===== src/rtl/il4_pkg.sv =====
package il4_pkg;
  localparam int NUM_PH = 4;
  localparam int CH_W   = $clog2(NUM_PH);

  typedef struct packed {
    logic run;
    logic wrap;
  } seqStrb_t;
endpackage


===== src/rtl/il4_ctrl.sv =====
module il4_ctrl
  import il4_pkg::*;
#(
  parameter int CNT_W = 10
) (
  input  logic             clk,
  input  logic             rstN,
  input  logic [CNT_W-1:0] cfgPeriod,
  input  logic [CNT_W-1:0] cfgMaxDuty,
  input  logic [CNT_W-1:0] cfgBlank,
  input  logic [CNT_W-1:0] cfgLead,
  output logic [CNT_W-1:0] cnt,
  output logic [CNT_W-1:0] perQ,
  output logic [CNT_W-1:0] dutyQ,
  output logic [CNT_W-1:0] blankQ,
  output logic [CNT_W-1:0] leadQ,
  output logic [CNT_W-1:0] quarterQ,
  output seqStrb_t         strb
);
  logic runQ;
  logic wrap;
  logic load;

  assign wrap = runQ && (cnt == perQ - 1'b1);
  assign load = !runQ || wrap;

  always_ff @(posedge clk or negedge rstN) begin
    if (!rstN) begin
      runQ     <= 1'b0;
      cnt      <= '0;
      perQ     <= '0;
      dutyQ    <= '0;
      blankQ   <= '0;
      leadQ    <= '0;
      quarterQ <= '0;
    end else begin
      runQ <= 1'b1;
      if (load) begin
        perQ     <= cfgPeriod;
        dutyQ    <= cfgMaxDuty;
        blankQ   <= cfgBlank;
        leadQ    <= cfgLead;
        quarterQ <= cfgPeriod >> 2;
      end
      if (wrap)      cnt <= '0;
      else if (runQ) cnt <= cnt + 1'b1;
    end
  end

  assign strb.run  = runQ;
  assign strb.wrap = wrap;


  cnt_range_chk: assert property (@(posedge clk) disable iff (!rstN)
    runQ |-> (cnt < perQ));


  wrap_zero_chk: assert property (@(posedge clk) disable iff (!rstN)
    wrap |=> (cnt == '0));


  shadow_hold_chk: assert property (@(posedge clk) disable iff (!rstN)
    (runQ && !wrap) |=> ($stable(perQ) && $stable(dutyQ) &&
                         $stable(blankQ) && $stable(leadQ)));
endmodule


===== src/rtl/il4_phase_cmp.sv =====
module il4_phase_cmp #(
  parameter int CNT_W = 10
) (
  input  logic             run,
  input  logic [CNT_W-1:0] cnt,
  input  logic [CNT_W-1:0] per,
  input  logic [CNT_W-1:0] offset,
  input  logic [CNT_W-1:0] duty,
  input  logic [CNT_W-1:0] blank,
  input  logic [CNT_W-1:0] lead,
  output logic             onStb,
  output logic             offStb,
  output logic             blankOn,
  output logic             trigStb
);
  logic [CNT_W-1:0] rel;
  logic [CNT_W-1:0] trigPt;

  // position within this phase's own cycle, modulo the period
  always_comb begin
    if (cnt >= offset) rel = cnt - offset;
    else               rel = cnt + (per - offset);
  end

  assign trigPt  = per - lead;
  assign onStb   = run && (rel == '0);
  assign offStb  = run && (rel == duty);
  assign blankOn = run && (rel < blank);
  assign trigStb = run && (rel == trigPt);
endmodule


===== src/rtl/il4_datapath.sv =====
module il4_datapath
  import il4_pkg::*;
#(
  parameter int CNT_W = 10
) (
  input  logic              clk,
  input  logic              rstN,
  input  seqStrb_t          strb,
  input  logic [CNT_W-1:0]  cnt,
  input  logic [CNT_W-1:0]  perQ,
  input  logic [CNT_W-1:0]  dutyQ,
  input  logic [CNT_W-1:0]  blankQ,
  input  logic [CNT_W-1:0]  leadQ,
  input  logic [CNT_W-1:0]  quarterQ,
  output logic [NUM_PH-1:0] phaseOn,
  output logic [NUM_PH-1:0] phaseOff,
  output logic [NUM_PH-1:0] blankWin,
  output logic [NUM_PH-1:0] adcTrig,
  output logic              adcTrigAny,
  output logic [CH_W-1:0]   adcChan
);
  logic [CNT_W-1:0] offs [NUM_PH];
  logic [CH_W-1:0]  chanNow;
  logic [CH_W-1:0]  lastChan;

  for (genvar k = 0; k < NUM_PH; k++) begin : g_phase
    assign offs[k] = CNT_W'(k) * quarterQ;
    il4_phase_cmp #(.CNT_W(CNT_W)) u_cmp (
      .run     (strb.run),
      .cnt     (cnt),
      .per     (perQ),
      .offset  (offs[k]),
      .duty    (dutyQ),
      .blank   (blankQ),
      .lead    (leadQ),
      .onStb   (phaseOn[k]),
      .offStb  (phaseOff[k]),
      .blankOn (blankWin[k]),
      .trigStb (adcTrig[k])
    );
  end

  // lowest active trigger index wins
  always_comb begin
    chanNow = '0;
    for (int k = NUM_PH - 1; k >= 0; k--) begin
      if (adcTrig[k]) chanNow = CH_W'(k);
    end
  end

  assign adcTrigAny = |adcTrig;
  assign adcChan    = adcTrigAny ? chanNow : lastChan;

  always_ff @(posedge clk or negedge rstN) begin
    if (!rstN)           lastChan <= '0;
    else if (adcTrigAny) lastChan <= chanNow;
  end


  on_onehot_chk: assert property (@(posedge clk) disable iff (!rstN)
    $onehot0(phaseOn));


  wrap_on0_chk: assert property (@(posedge clk) disable iff (!rstN)
    strb.wrap |=> phaseOn[0]);


  trig_onehot_chk: assert property (@(posedge clk) disable iff (!rstN)
    $onehot0(adcTrig));


  chan_hold_chk: assert property (@(posedge clk) disable iff (!rstN)
    !adcTrigAny |-> $stable(adcChan));
endmodule


===== src/rtl/interleave_seq.sv =====
module interleave_seq
  import il4_pkg::*;
#(
  parameter int CNT_W = 10
) (
  input  logic             clk,
  input  logic             rstN,
  input  logic [CNT_W-1:0] cfgPeriod,
  input  logic [CNT_W-1:0] cfgMaxDuty,
  input  logic [CNT_W-1:0] cfgBlank,
  input  logic [CNT_W-1:0] cfgLead,
  output logic [3:0]       phaseOn,
  output logic [3:0]       phaseOff,
  output logic [3:0]       blankWin,
  output logic [3:0]       adcTrig,
  output logic             adcTrigAny,
  output logic [1:0]       adcChan
);
  logic [CNT_W-1:0] cnt, perQ, dutyQ, blankQ, leadQ, quarterQ;
  seqStrb_t         strb;

  il4_ctrl #(.CNT_W(CNT_W)) u_ctrl (
    .clk        (clk),
    .rstN       (rstN),
    .cfgPeriod  (cfgPeriod),
    .cfgMaxDuty (cfgMaxDuty),
    .cfgBlank   (cfgBlank),
    .cfgLead    (cfgLead),
    .cnt        (cnt),
    .perQ       (perQ),
    .dutyQ      (dutyQ),
    .blankQ     (blankQ),
    .leadQ      (leadQ),
    .quarterQ   (quarterQ),
    .strb       (strb)
  );

  il4_datapath #(.CNT_W(CNT_W)) u_dpath (
    .clk        (clk),
    .rstN       (rstN),
    .strb       (strb),
    .cnt        (cnt),
    .perQ       (perQ),
    .dutyQ      (dutyQ),
    .blankQ     (blankQ),
    .leadQ      (leadQ),
    .quarterQ   (quarterQ),
    .phaseOn    (phaseOn),
    .phaseOff   (phaseOff),
    .blankWin   (blankWin),
    .adcTrig    (adcTrig),
    .adcTrigAny (adcTrigAny),
    .adcChan    (adcChan)
  );
endmodule


===== config.mk =====
export PLATFORM = sky130hd
export DESIGN_NAME = interleave_seq
export DESIGN_NICKNAME = d
export VERILOG_FILES = /design/src/rtl/il4_pkg.sv /design/src/rtl/il4_ctrl.sv /design/src/rtl/il4_phase_cmp.sv /design/src/rtl/il4_datapath.sv /design/src/rtl/interleave_seq.sv
export SDC_FILE = /design/constraint.sdc
export NUM_CORES = 1
export LEC_CHECK = 0
export BUFFER_PORTS_ARGS = -buffer_cell sky130_fd_sc_hd__buf_2
export CORE_MARGIN = 4
export CORE_UTILIZATION = 50
export CTS_BUF_LIST = sky130_fd_sc_hd__clkbuf_16
export DETAILED_ROUTE_END_ITERATION = 10
export HOLD_SLACK_MARGIN = 0.03
export PLACE_DENSITY = 0.68
export SETUP_SLACK_MARGIN = 0.2
export SLEW_MARGIN = 30
export SYNTH_ARGS = -nofsm -noshare
export SYNTH_HDL_FRONTEND = slang
export SYNTH_SLANG_ARGS = --single-unit

===== constraint.sdc =====
create_clock -name clk -period 7.64 [get_ports clk]
set_clock_uncertainty 0.2 [all_clocks]
set_input_delay 1.528 -clock clk [delete_from_list [all_inputs] [get_ports clk]]
set_output_delay 1.528 -clock clk [all_outputs]
set_load 0.005 [all_outputs]

=== Word level (Yosys, flattened, before mapping) ===
Index checks and enable logic that the tools add are counted.

* Flip-flop bits (word level): 61
* Input port bits: 42
* Output and inout bits: 19
* Word-level logic and storage cells: 75

* $add $sub $neg: 13
* Multipliers: 1
* $lt $le $gt $ge: 8
* Equality and inequality tests: 9
* Muxes and demuxes: 11
* Reduce and logical (&&, ||, !) cells: 25

{| class="wikitable"
|+ Operators with widths
! operator !! number
|-
| equality test 10 bit || 9
|-
| two-way mux 10 bit || 6
|-
| adder 10 bit || 4
|-
| logical NOT 10 bit || 4
|-
| < comparator 10 bit || 4
|-
| subtractor 10 bit || 3
|-
| subtractor 10 x 8 -> 10 bit || 2
|-
| subtractor 10 x 9 -> 10 bit || 2
|-
| logical AND 1 bit || 17
|-
| adder 10 x 1 -> 10 bit (second input constant) || 1
|-
| >= comparator 10 x 1 -> 1 bit (second input constant) || 1
|-
| >= comparator 10 bit || 1
|-
| >= comparator 10 x 8 -> 1 bit || 1
|-
| >= comparator 10 x 9 -> 1 bit || 1
|-
| multiplier 2 x 8 -> 10 bit (first input constant) || 1
|-
| two-way mux 2 bit || 5
|-
| subtractor 10 x 1 -> 10 bit (second input constant) || 1
|-
| OR reduction 4 bit || 1
|-
| nonzero test 2 bit || 1
|-
| logical NOT 1 bit || 1
|-
| logical OR 1 bit || 1
|}

=== Logic depth before layout (Yosys ltp) ===
Gate-level depths: netlist (run 1).

* Word-level depth: 11
* Depth in mapped cells: 22

=== Modules after synthesis ===
From an unflattened synthesis (run 1), not the netlist that was laid out.

* Cells, all modules: 1527
* Area total of the unflattened synthesis: 12360.6 um2

{| class="wikitable"
|+ By module, submodules not included
! module !! instances !! cells an instance !! area an instance (um2) !! seq. area each (um2)
|-
| il4_ctrl || 1 || 207 || 2513.7 || 1276.2
|-
| il4_phase_cmp at u_dpath.g_phase[3].u_cmp || 1 || 322 || 2418.6 || 0.0
|-
| il4_phase_cmp at u_dpath.g_phase[2].u_cmp || 1 || 323 || 2399.8 || 0.0
|-
| il4_phase_cmp at u_dpath.g_phase[1].u_cmp || 1 || 321 || 2348.5 || 0.0
|-
| il4_phase_cmp at u_dpath.g_phase[0].u_cmp || 1 || 303 || 2248.4 || 0.0
|-
| il4_datapath || 1 || 51 || 431.7 || 50.0
|}

=== Least setup slack after synthesis (run 1) ===
OpenSTA, ideal clock, no wires.

* Kind: register to output
* Start point: register u_ctrl.perQ[3]
* End point: output port blankWin[3]
* Data arrival time: 4815 ps
* Required time: 5912 ps
* Slack: 1097 ps
* Cell stages (with the launch flop): 22
* Path buffers: 2
* Cell sequence: dfrtp_1 > inv_1 > ha_1 > a21o_1 > a21oi_1 > xor2_1 > ha_1 > and3_1 > a31o_2 > o32ai_1 > a2111o_1 > o2111ai_2 > a31oi_4 > buf_6 > mux2_2 > ha_1 > a21oi_1 > nor2b_1 > o21ai_0 > nand4_1 > o21ai_1 > buf_4

* Longest elaborated chain between the ends: 5

{| class="wikitable"
|+ RTL lines
! item !! line !! source
|-
| start, declared || il4_ctrl.sv:13 || <nowiki>output logic [CNT_W-1:0] perQ,</nowiki>
|-
| start signal, assigned || il4_ctrl.sv:39 || <nowiki>perQ <= cfgPeriod;</nowiki>
|-
| subtractor 10 bit || il4_phase_cmp.sv:22 || <nowiki>else rel = cnt + (per - offset);</nowiki>
|-
| adder 10 bit || il4_phase_cmp.sv:22 ||
|-
| two-way mux 10 bit || il4_phase_cmp.sv:21 || <nowiki>if (cnt >= offset) rel = cnt - offset;</nowiki>
|-
| < comparator 10 bit || il4_phase_cmp.sv:28 || <nowiki>assign blankOn = run && (rel < blank);</nowiki>
|-
| logical AND 1 bit || il4_phase_cmp.sv:28 ||
|-
| end, declared || interleave_seq.sv:14 || <nowiki>output logic [3:0] blankWin,</nowiki>
|}

No other way between the ends.

=== Worst setup path in the final report (run 1) ===
* Start point: register u_ctrl.perQ[7]
* End point: output port adcChan[0]

* Longest elaborated chain between the ends: 10
* Elaborated cells on any way between the ends: 26

{| class="wikitable"
|+ RTL lines
! item !! line !! source
|-
| subtractor 10 bit || il4_phase_cmp.sv:22 ||
|-
| adder 10 bit || il4_phase_cmp.sv:22 ||
|-
| two-way mux 10 bit || il4_phase_cmp.sv:21 ||
|-
| equality test 10 bit || il4_phase_cmp.sv:29 || <nowiki>assign trigStb = run && (rel == trigPt);</nowiki>
|-
| logical AND 1 bit || il4_phase_cmp.sv:29 ||
|-
| two-way mux 2 bit (4 in a row) || il4_datapath.sv:47 || <nowiki>if (adcTrig[k]) chanNow = CH_W'(k);</nowiki>
|-
| two-way mux 2 bit * || il4_datapath.sv:52 || <nowiki>assign adcChan = adcTrigAny ? chanNow : lastChan;</nowiki>
|-
| end, declared || interleave_seq.sv:17 || <nowiki>output logic [1:0] adcChan</nowiki>
|}

Mark *: on every way between the ends. The rest lies on a longest branch, timed or not.

==> flow_summary.ini, run 1 <==
[cts]
cts-root-buf = clkbuf_16
cts_tree = built
numCtsBuffers = 5
insertion_delay_ps = 300
cts_htree_levels = 2
clkTransAtPathRegs_ps = 80
cts_hold_buffers = 0
clockBufferDepth = 2
cts_sinks = 53

[grt]
grt_max_degree = 60
first_global_vias = 7818
grt_pass1_wl_um = 43100
antenna_found_initial = 0
grt_remaining_overflow = 0
grtUsageTotal = 0.274

[worst_setup_path]
cp-start-kind = flip-flop
worstPathMaxFanout = 8
cp.arrival_ps = 5350
crit_path_end_kind = output port
cp.required_ps = 5910
r2r_cells = 17
path_class = flip-flop to output port

[sta]
finalCriticalPeriod_ps = 7080
period_share = 0.926
tns_ps = 0
slew_violations = 0
fmax_mhz = 141
worst_slew_pin_slew_ps = 879
hold_viol_final = 0
slew_headroom = 0.414
rsz0062_at_grt = false
final-setup-viol-count = 0

[yosys]
synthTopCellsByArea = ha_1 (16%), dfrtp_1 (15%), xnor2_1 (11%)
ys_ff_latch = 53
async_reset_ff_frac = 1.00
syn_nets = 1279
synth_top_area_share = 0.164
netlist_area_um2 = 9010
syn_avg_cell_area_um2 = 8.23
netlist_instances = 1094
yosysWarnings = 0
ys_seq_area_frac = 0.147
synth.distinct_cells = 86
synth.top_cells.by_count = ha_1 (118), inv_1 (109), xnor2_1 (108)
yosysTopAreaCell = ha_1
ys.flop_type = dfrtp_1
yosysMostFrequentCell = ha_1
synth_edf_count = 0

[route]
vias = 8237
viasPerCell = 6.03
drc = 0
dr.pass1.iters = 5
ant_nets = 0
drt-wirelength-per-cell_um = 20.4
drt_iter0_markers = 689
routed_wirelength_um = 27900

[final_layout]
final_net_count = 1326
nFillCells = 1658
diodes = 0
regArea_um2 = 1330
drive_gt1_frac = 0.144
area_growth_pct = 8.49
layout.cells.non_filler = 1367
multi_input_area_um2 = 6990

[die]
die_y_um = 142
ios = 61
die_x_um = 142
core_area_um2 = 17500
initial_core_util = 0.515
row_count = 48
dieArea_um2 = 20200

[job]
maxCapViolations = 0

[outcome]
outcome = complete, no violations

[power_and_ir_drop]
powerDensity_nw_per_um2 = 456
p_leak_nw = 4.52
ir_drop_mv = 0.217

[hold_path]
min_path_cells = 1
hp-class = flip-flop to flip-flop

[placed_design]
numPortBuffers = 60
gp_congestion = 0.945
hpwlAfterDp_um = 22100
dpl.cell_count = 1349
==> power by group <==
part           total [mW]  internal, mW  switching (mW)
Combinational        3.81          1.59            2.22
Sequential          0.366         0.318          0.0477
Clock               0.277         0.156           0.121
==> final cells by class <==
cell class / instances / share of cell area
Multi-Input combinational cell: 873 / 0.715
Sequential cell: 53 / 0.136
Timing Repair Buffer: 96 / 0.0584
Inverter: 112 / 0.0442
Tap cell: 225 / 0.0288
Clock buffer: 5 / 0.0128
Clock inverter: 3 / 0.00448
==> cells in the final DEF (no fill, tap or decap), types with 4 or more instances in the layout <==
master,count
a2111oi_0,5
xnor2_1,108
o31ai_1,8
nand4_1,34
mux2_2,16
ha_1,118
o21ai_1,5
nor3b_1,4
buf_2,60
xor2_1,48
fa_1,25
or2_2,8
o21bai_1,9
nor2_1,55
inv_1,106
or3_1,6
nor3_1,23
a21o_1,25
nor4_1,14
dfrtp_1,49
clkbuf_16,5
a31oi_1,9
or4_1,5
buf_4,36
nand2_1,60
o21ai_0,68
dfrtp_2,4
a211oi_1,13
and2_1,4
a211o_1,8
a21oi_1,53
nor2b_1,13
nand3_1,14
nand2b_1,12
mux2i_1,11
o21a_1,14
==> flip-flops by register name, indices dropped and copies added, names as in the netlist <==
register,flops
u_ctrl.blankQ,10
u_ctrl.perQ,10
u_ctrl.cnt,10
u_ctrl.leadQ,10
u_dpath.lastChan,2
u_ctrl.runQ,1
u_ctrl.dutyQ,10
==> critical path, stage by stage (launching register included) <==
cell        delay [ps]
dfrtp_1            710
clkinvlp_4         280
ha_1               440
or3_1              440
o211a_1            210
xnor2_1            160
ha_1               290
ha_1               320
or2_2              320
o31ai_1             70
nor2_1             100
xor2_1             240
xor2_1             110
nor4b_2            360
a21oi_1            130
a22oi_2            240
a311oi_1           120
nor3_1             330
buf_2              180
==> per-stage QoR <==
step | setup WS [ps] | utilization | total power, mW | hold slack (ps) | area [µm²]
final | 563 | 0.559 | 4.46 | 330 | 9770
after global placement | 670 | 0.543 | 4.02 | 311 | 9490
after global routing | 218 | 0.559 | 4.87 | 359 | 9770
after detailed placement | 568 | 0.543 | 4.06 | 317 | 9490
after CTS | 330 | 0.553 | 4.37 | 333 | 9670
after floorplan | 1100 | - | 3.17 | 285 | 9010
==> path summary, 6_finish.rpt <==
check	startpoint	to	slack, ps
hold reg to reg	u_ctrl.leadQ[9]	u_ctrl.leadQ[9]	330
setup reg to reg	u_ctrl.perQ[7]	u_dpath.lastChan[0]	2450
min in group asynchronous	rstN	u_ctrl.dutyQ[3]	1150
hold / removal	u_ctrl.leadQ[9]	u_ctrl.leadQ[9]	330
setup / recovery	u_ctrl.perQ[7]	adcChan[0]	560
max in group asynchronous	rstN	u_ctrl.perQ[3]	5550
==> metal layers <==
metal / part of all wire / GRT usage / up-vias
met2: 0.45 / 0.438 / 334
met3: 0.073 / 0.0373 / 73
li1: - / - / 3957
met4: 0.038 / 0.102 / 0
met1: 0.44 / 0.379 / 3873
met5: 0 / 0 / -
==> cell families (layout without fill, tap and decap cells) <==
| logic type | Yosys count | count (layout) | synth area share |
|---|---|---|---|
| multiplexers | 30 | 30 | 0.0360 |
| other | 1 | 1 | 0.000416 |
| XOR/XNOR | 157 | 157 | 0.153 |
| buffers and inverters | 168 | 216 | 0.0794 |
| AO/OA/AOI/OAI | 272 | 272 | 0.207 |
| flip-flops | 53 | 53 | 0.147 |
| adder cells (fa/ha/maj) | 144 | 144 | 0.221 |
| AND/OR/NAND/NOR | 269 | 269 | 0.156 |
==> repair_timing <==
item	in CTS	in global routing
resized for setup	0	12
pin swaps	1	1
gates cloned	0	0
buffers inserted	1	9
endpoints found under the setup margin	1	8
Power figures use the tool's default switching activity.
==> inputs of run 2 (changes only) <==
--- a/config.mk
+++ b/config.mk
@@ -11,7 +11,7 @@
 export CTS_BUF_LIST = sky130_fd_sc_hd__clkbuf_16
 export DETAILED_ROUTE_END_ITERATION = 10
 export HOLD_SLACK_MARGIN = 0.03
-export PLACE_DENSITY = 0.68
+export PLACE_DENSITY = 0.71
 export SETUP_SLACK_MARGIN = 0.2
 export SLEW_MARGIN = 30
 export SYNTH_ARGS = -nofsm -noshare
==> run 2 against run 1 <==
- cell count is 0.15% lower
- sequential power hardly changed
- register-to-register slack worse by 30 ps
- count of clock-buffer cells in the layout stayed put
- design area is 0.44% lower
- hold slack better by 1.0 ps
- largest cell class unchanged
- sequential cell count stayed put
- setup slack worse by 74 ps
- critical path type unchanged
- largest power group unchanged
- critical path depth is 1 higher
- clock power is 10% lower
- global-route usage is 0.50 points higher
==> flow_summary.ini, run 2 (synthesis results as in run 1) <==
[worst_setup_path]
path_common_cell = ha_1
critical-path-slowest-cell = dfrtp_1
path_buf_inv = 2
cp-start-kind = flip-flop
crit_path_end_kind = output port
path_class = flip-flop to output port
max_stage_delay_ps = 540
cp.required_ps = 5910
crit_chain = ha_1, fa_1, xnor2_1, ha_1, and3_1, a31o_2, o32ai_1, a2111o_1, o2111ai_2, a31oi_4, mux2i_1, inv_1, ha_1, a21oi_1, nor2b_1, o21ai_0, nand4_1, o21ai_1, buf_2
critical-path-top-delay-family = compound AO/OA/AOI/OAI gates
cp.depth = 19
worstPathMaxFanout = 9
cp.arrival_ps = 5420
r2r_cells = 17

[power_and_ir_drop]
p_leak_nw = 4.52
ir_drop_mv = 0.230
powerDensity_nw_per_um2 = 457

[sta]
finalCriticalPeriod_ps = 7150
period_share = 0.936
slew_headroom = 0.358
hold_viol_final = 0
worst_slew_pin_slew_ps = 957
slew_violations = 0
fmax_mhz = 140
tns_ps = 0
final-setup-viol-count = 0
rsz0062_at_grt = true

[route]
ant_nets = 0
viasPerCell = 6.16
drt-wirelength-per-cell_um = 20.8
drc = 0
drt_iter0_markers = 874
dr.pass1.iters = 5
vias = 8402
routed_wirelength_um = 28400

[cts]
cts_tree = built
cts_hold_buffers = 0
cts_htree_levels = 2
cts_sinks = 53
clockBufferDepth = 2
numCtsBuffers = 5
cts-root-buf = clkbuf_16
clkTransAtPathRegs_ps = 80
insertion_delay_ps = 310

[grt]
antenna_found_initial = 0
first_global_vias = 7860
grt_max_degree = 69
grt_pass1_wl_um = 44200
grt_remaining_overflow = 0
grtUsageTotal = 0.279

[final_layout]
diodes = 0
nFillCells = 1610
mostFrequentLayoutCells = ha_1 (118), xnor2_1 (108), inv_1 (108), o21ai_0 (68)
final_net_count = 1324
utilization = 0.557
area_growth_pct = 8.01
final_common_cell = ha_1
drive_gt1_frac = 0.139

[outcome]
outcome = complete, no violations

[job]
maxCapViolations = 0

[die]
initial_core_util = 0.515
core_area_um2 = 17500
dieArea_um2 = 20200
ios = 61
die_x_um = 142
die_y_um = 142
row_count = 48

[placed_design]
gp_congestion = 0.985
numPortBuffers = 60
hpwlAfterDp_um = 22500

[hold_path]
hp-class = flip-flop to flip-flop
min_path_cells = 1
-- run 2: cell types whose count changed in the layout (fill, tap and decap cells not counted), sizes merged --
cell,delta
buf,-2
clkinv,-1
bufinv,-1
inv,+2
-- run 2: layer usage --
metal,part of all wire,vias up,routed length [µm],GRT usage
met3,0.085,66,2410,0.0427
met5,0,-,0,0
met1,0.44,3961,12400,0.395
li1,-,3964,-,-
met2,0.45,411,12800,0.437
met4,0.029,0,817,0.0914
-- run 2: per-stage QoR --
stage	power [mW]	setup WS, ps	instance area (µm²)	instances	hold WS [ps]
6_report	4.45	489	9730	1365	331
2_1_floorplan	3.17	1100	9010	1094	285
3_3_place_gp	4.02	790	9490	1348	312
4_1_cts	4.35	287	9640	1356	337
3_5_place_dp	4.07	632	9490	1348	319
5_1_grt	4.83	145	9730	1365	353
-- run 2: worst paths after layout --
check	endpoint	slack, ps	startpoint
max in group asynchronous	u_ctrl.perQ[3]	5580	rstN
hold reg to reg	u_ctrl.leadQ[9]	330	u_ctrl.leadQ[9]
hold / removal	u_ctrl.leadQ[9]	330	u_ctrl.leadQ[9]
setup reg to reg	u_dpath.lastChan[0]	2420	u_ctrl.perQ[2]
setup / recovery	blankWin[3]	490	u_ctrl.perQ[2]
min in group asynchronous	u_ctrl.dutyQ[2]	1140	rstN
-- run 2: timing repair --
item                       CTS  global route
gates resized for setup      0             8
setup endpoints to repair    0             5
buffers inserted             0             9
-- run 2: cell type report --
class                           count  area [µm²]  area share
Multi-Input combinational cell    873        6990       0.718
Sequential cell                    53        1330       0.137
Timing Repair Buffer               94         556      0.0571
Inverter                          112         424      0.0436
Tap cell                          225         282      0.0289
Clock buffer                        5         125      0.0129
Clock inverter                      3        26.3     0.00270
-- run 2: report_power, final --
group	internal, mW	total (mW)	leakage (nW)	switching (mW)
clock network	0.124	0.248	0.0680	0.123
registers	0.318	0.366	0.640	0.0481
logic	1.59	3.83	3.81	2.24
total	2.03	4.45	4.52	2.42
